$ cat config.mk
export PLATFORM = sky130hd
export DESIGN_NAME = tcmp_access_gate
export DESIGN_NICKNAME = d
export VERILOG_FILES = /design/src/rtl/tcmp_access_gate.sv
export SDC_FILE = /design/constraint.sdc
export NUM_CORES = 1
export LEC_CHECK = 0
export BUFFER_PORTS_ARGS = -buffer_cell sky130_fd_sc_hd__buf_2
export CAP_MARGIN = 20
export CORE_ASPECT_RATIO = 1.25
export CORE_MARGIN = 10
export CORE_UTILIZATION = 15
export CTS_BUF_LIST = sky130_fd_sc_hd__clkbuf_8 sky130_fd_sc_hd__clkbuf_16
export DETAILED_ROUTE_END_ITERATION = 6
export HOLD_SLACK_MARGIN = 0.02
export PLACE_DENSITY = 0.74
export SLEW_MARGIN = 20
export SYNTH_ARGS = -nofsm -noshare
export SYNTH_HDL_FRONTEND = slang
export SYNTH_SLANG_ARGS = --single-unit
$ cat constraint.sdc
create_clock -name clk -period 1.1 [get_ports clk]
set_input_delay 0.22 -clock clk [delete_from_list [all_inputs] [get_ports clk]]
set_output_delay 0.22 -clock clk [all_outputs]
set_load 0.02 [all_outputs]
$ cat src/rtl/tcmp_access_gate.sv
module tcmp_access_gate #(
  parameter int XLEN   = 64,
  parameter bit EXT_EN = 1'b1
) (
  input  logic            clk,
  input  logic            rst_n,
  input  logic [1:0]      priv_lvl,
  input  logic            virt_mode,
  input  logic [11:0]     csr_addr,
  input  logic            mcen_tm,
  input  logic            hcen_tm,
  input  logic            cfg_m_we,
  input  logic            cfg_h_we,
  input  logic [XLEN-1:0] cfg_wdata,
  output logic            menv_tce,
  output logic            henv_tce,
  output logic            acc_ok,
  output logic            acc_illegal,
  output logic            acc_virt,
  output logic            acc_redirect
);
  localparam int         TCE_BIT = XLEN - 1;
  localparam bit         HAS_HI  = (XLEN == 32);
  localparam logic [11:0] S_LO = 12'h14D, S_HI = 12'h15D;
  localparam logic [11:0] V_LO = 12'h24D, V_HI = 12'h25D;

  logic menv_q, henv_q;
  logic unused_wdata;
  assign unused_wdata = ^cfg_wdata;

  generate
    if (EXT_EN) begin : g_tce
      always_ff @(posedge clk or negedge rst_n) begin
        if (!rst_n) begin
          menv_q <= 1'b0;
          henv_q <= 1'b0;
        end else begin
          if (cfg_m_we) menv_q <= cfg_wdata[TCE_BIT];
          if (cfg_h_we && menv_q) henv_q <= cfg_wdata[TCE_BIT];
        end
      end
      AST_TCE_LOAD: assert property (@(posedge clk) disable iff (!rst_n)
        cfg_m_we |=> menv_tce == $past(cfg_wdata[TCE_BIT]));
    end else begin : g_no_tce
      assign menv_q = 1'b0;
      assign henv_q = 1'b0;
    end
  endgenerate

  assign menv_tce = menv_q;
  assign henv_tce = henv_q & menv_q;

  logic is_s, is_v, hit, m_mode, s_lvl;
  logic mach_fail, user_fail, virt_cond;

  assign is_s   = (csr_addr == S_LO) || (HAS_HI && csr_addr == S_HI);
  assign is_v   = (csr_addr == V_LO) || (HAS_HI && csr_addr == V_HI);
  assign hit    = is_s | is_v;
  assign m_mode = (priv_lvl == 2'b11);
  assign s_lvl  = (priv_lvl == 2'b01);

  assign mach_fail = !m_mode && (!mcen_tm || !menv_tce);
  assign user_fail = !m_mode && !virt_mode && !s_lvl;
  assign virt_cond = !m_mode && virt_mode &&
                     (!hcen_tm || !henv_tce || !s_lvl || is_v);

  assign acc_illegal  = hit && (mach_fail || user_fail);
  assign acc_virt     = hit && !acc_illegal && virt_cond;
  assign acc_ok       = hit && !acc_illegal && !acc_virt;
  assign acc_redirect = acc_ok && is_s && virt_mode && !m_mode;

  AST_ONE_VERDICT: assert property (@(posedge clk) disable iff (!rst_n)
    hit |-> $countones({acc_ok, acc_illegal, acc_virt}) == 1);
  AST_QUIET_ELSE: assert property (@(posedge clk) disable iff (!rst_n)
    !hit |-> !(acc_ok || acc_illegal || acc_virt || acc_redirect));
  AST_MACH_PASS: assert property (@(posedge clk) disable iff (!rst_n)
    (hit && priv_lvl == 2'b11) |-> acc_ok);
  AST_CEN_ILL: assert property (@(posedge clk) disable iff (!rst_n)
    (hit && priv_lvl != 2'b11 && !mcen_tm) |-> acc_illegal);
  AST_ENV_ILL: assert property (@(posedge clk) disable iff (!rst_n)
    (hit && priv_lvl != 2'b11 && !menv_tce) |-> acc_illegal);
  AST_ILL_FIRST: assert property (@(posedge clk) disable iff (!rst_n)
    (virt_mode && !mcen_tm) |-> !acc_virt);
  AST_REDIR_VIRT: assert property (@(posedge clk) disable iff (!rst_n)
    acc_redirect |-> (virt_mode && acc_ok));
  AST_HENV_MASK: assert property (@(posedge clk) disable iff (!rst_n)
    !menv_tce |-> !henv_tce);
endmodule

==> results.sh <==
export IMPL_status="complete, but fails checks"
export IMPL_violations="setup timing"
export IMPL_antenna_left=0
export IMPL_power_internal_w=0.000415
export IMPL_antennaDiodeCount=0
export IMPL_fmax_ghz=0.656
export IMPL_drt_iter0_markers=8
export IMPL_grt_pass1_wl_microns=1870
export IMPL_leakage_nw=0.289
export IMPL_pwr_share_seq=0.171
export IMPL_path_buf_inv=1
export IMPL_max_stage_delay_ns=0.40
export IMPL_path_cells="and3_4 -> nand4b_1 -> nor4_4 -> buf_4"
export IMPL_h_tree_depth=1
export IMPL_ys_warn_count=0
export IMPL_timing_slew_headroom=0.815
export IMPL_layout_drive_gt1_share=0.739
export IMPL_cp_end_kind="output pin"
export IMPL_fp_coreArea_sq_um=1620
export IMPL_fin_skew_ns=0.00751
export IMPL_syn_avg_cell_area_sq_um=8.29
export IMPL_rows=16
export IMPL_rr_worst_depth=3
export IMPL_p_clk_frac=0.537
export IMPL_maxSlewViolCount=0
export IMPL_io_buffer_count=27
export IMPL_cp_slowest_cell="dfrtp_2"
export IMPL_insertion_delay_ns=0.22
export IMPL_clockBufferDepth=2
export IMPL_placed_cell_area_sq_um=536
export IMPL_grt_overflow_total=0
export IMPL_powerDensity_nw_per_um2=919
export IMPL_cts_sinks=2
export IMPL_synth_area_leader_cell="dfrtp_1"
export IMPL_die_area_sq_um=3860
export IMPL_ys_dominant_reg_cell="dfrtp_1"
export IMPL_cap_viol_max_count=0
export IMPL_seq_area_frac_synth=0.189
export IMPL_cts_buffers=3
export IMPL_syn_nets=117
export IMPL_cp_start_kind="flop"
export IMPL_crit_family="simple AND/OR/NAND/NOR gates"
export IMPL_via_per_inst=4.59
export IMPL_hpwl_microns=1020
export IMPL_nets=155
export IMPL_drt_pass1_iterations=2
export IMPL_routabilityCongestion=0.743
export IMPL_first_global_vias=465
export IMPL_worstMarginPinSlew_ns=0.276
export IMPL_drc=0
export IMPL_p_switching_w=0.000165
export IMPL_fin_crit_sh=1.39
export IMPL_setup_viol=6
export IMPL_synth_edff_count=0
export IMPL_routed_wl_microns=1180
export IMPL_area_growth_pct=138
export IMPL_postLayoutCellArea_sq_um=631
export IMPL_synth_cell_types=21
export IMPL_nFillCells=170
export IMPL_cp_max_fo=6
export IMPL_netlist_area_leader_share=0.189
export IMPL_root_buffer="clkbuf_8"
export IMPL_reg2reg_to="henv_q$_DFFE_PN0P_"
export IMPL_min_from="cfg_m_we"
export IMPL_start_util=0.164
export IMPL_ir_drop_uv=544
export IMPL_die_w_microns=57.6
export IMPL_critPathArrivalTime_ns=1.30
export IMPL_whs_path_depth=2
export IMPL_syn_area_sq_um=265
export IMPL_grtUsageTotal=0.0600
export IMPL_swShare=0.284
export IMPL_synth_seq_cells=2
export IMPL_ioPinCount=91
export IMPL_regToRegStartpoint="menv_tce$_DFFE_PN0P_"
export IMPL_place_ws_ns=-0.431
export IMPL_die_y_microns=67.0
export IMPL_async_flop_share=1.00
export IMPL_clk_pin_slew_ns=0.03
export IMPL_hold_viol=0
export IMPL_synthCells=32
export IMPL_fin_crit_ns=1.52
export IMPL_final_cell_mix="buf_2 (20), buf_4 (8), buf_6 (4)"
export IMPL_rrSetupSlack_ns=0.01
export IMPL_p_comb_frac=0.291
export IMPL_num_vias=399
export IMPL_rsz0062_at_grt="true"
export IMPL_synth_area_leaders="dfrtp_1 (19%), mux2_2 (8.5%), or2b_2 (6.6%)"
export IMPL_grt_max_degree=7
export IMPL_cts_tree="built"
export IMPL_mostFrequentLayoutCell="buf_2"
export IMPL_min_path_type="primary input to flop"
export IMPL_setup_ws_ns=-0.424
export IMPL_cp_required_ns=0.88
export IMPL_antenna_found_initial=0
export IMPL_holdPathEnd="menv_tce$_DFFE_PN0P_"
export IMPL_routedWlPerCell_microns=13.5
export IMPL_total_power_w=0.000579
export IMPL_path_class="flop to output pin"
[metal layers]
metal / part of all wire / GRT usage / up-vias
li1: - / - / 197
met1: 0.40 / 0.0588 / 175
met2: 0.47 / 0.0995 / 23
met4: 0.029 / 0.0441 / 0
met3: 0.10 / 0.0247 / 4
met5: 0 / 0 / -
[power groups by stage]
stage	sequential [W]	combinational, W	clock (W)
detailed placement	0.000103	0.000153	0
floorplan	0.000104	0.0000734	0
global placement	0.000102	0.000149	0
CTS	0.0000998	0.000171	0.000316
finish	0.0000994	0.000169	0.000311
global route	0.000101	0.000186	0.000316
[registers in the layout, summed over array words and instances (netlist names)]
| register | cells |
|---|---|
| henv_q | 1 |
| menv_tce | 1 |
[cell families (layout without fill, tap and decap cells)]
kind of cell	after synthesis	after routing	share of synthesized area
compound gates	6	6	0.184
xor+xnor	1	1	0.0330
buf+inv	1	38	0.0141
flops	2	2	0.189
mux	2	2	0.0849
simple gates	20	20	0.495
[worst max path at each step]
stage                               from           end  slack, ns  depth (start not counted)
floorplan           menv_tce$_DFFE_PN0P_      acc_virt      -0.23                          3
global placement             csr_addr[5]      acc_virt      -0.40                          5
detailed placement           csr_addr[5]      acc_virt      -0.43                          5
CTS                 menv_tce$_DFFE_PN0P_  acc_redirect      -0.45                          4
global route                 csr_addr[7]      acc_virt      -0.45                          5
finish              menv_tce$_DFFE_PN0P_  acc_redirect      -0.42                          4
[area by class of cell]
cell class	count	area (sq um)	area share
Sequential cell	2	51.3	0.0813
Tap cell	18	22.5	0.0357
Clock inverter	1	3.75	0.00595
Multi-Input combinational cell	29	293	0.464
Clock buffer	3	41.3	0.0655
Timing Repair Buffer	33	215	0.341
Inverter	1	3.75	0.00595
[Yosys cell counts (all sizes together), types with 2 or more instances]
master and number:
nand2 4, mux2 2, o211ai 2, dfrtp 2, o21ai 2, or2b 2
nor2b 2, nand4 2, nor2 2
[repair_timing]
item	CTS	global route
gates resized for setup	9	0
hold buffers	1	0
endpoints found under the setup margin	5	7
hold endpoints to repair	2	0
pin swaps	6	2
setup buffers	1	0
[metrics by stage]
stage / std cells / setup TNS [ns] / utilization / hold slack [ns]
after floorplan: 32 / -0.717 / - / -0.0756
after global placement: 81 / -1.51 / 0.330 / 0.00482
after detailed placement: 81 / -1.57 / 0.330 / 0.00639
after CTS: 87 / -1.89 / 0.389 / 0.247
after global routing: 87 / -2.10 / 0.389 / 0.258
final: 87 / -1.80 / 0.389 / 0.248
No activity file was read; power rests on OpenSTA's default activity.
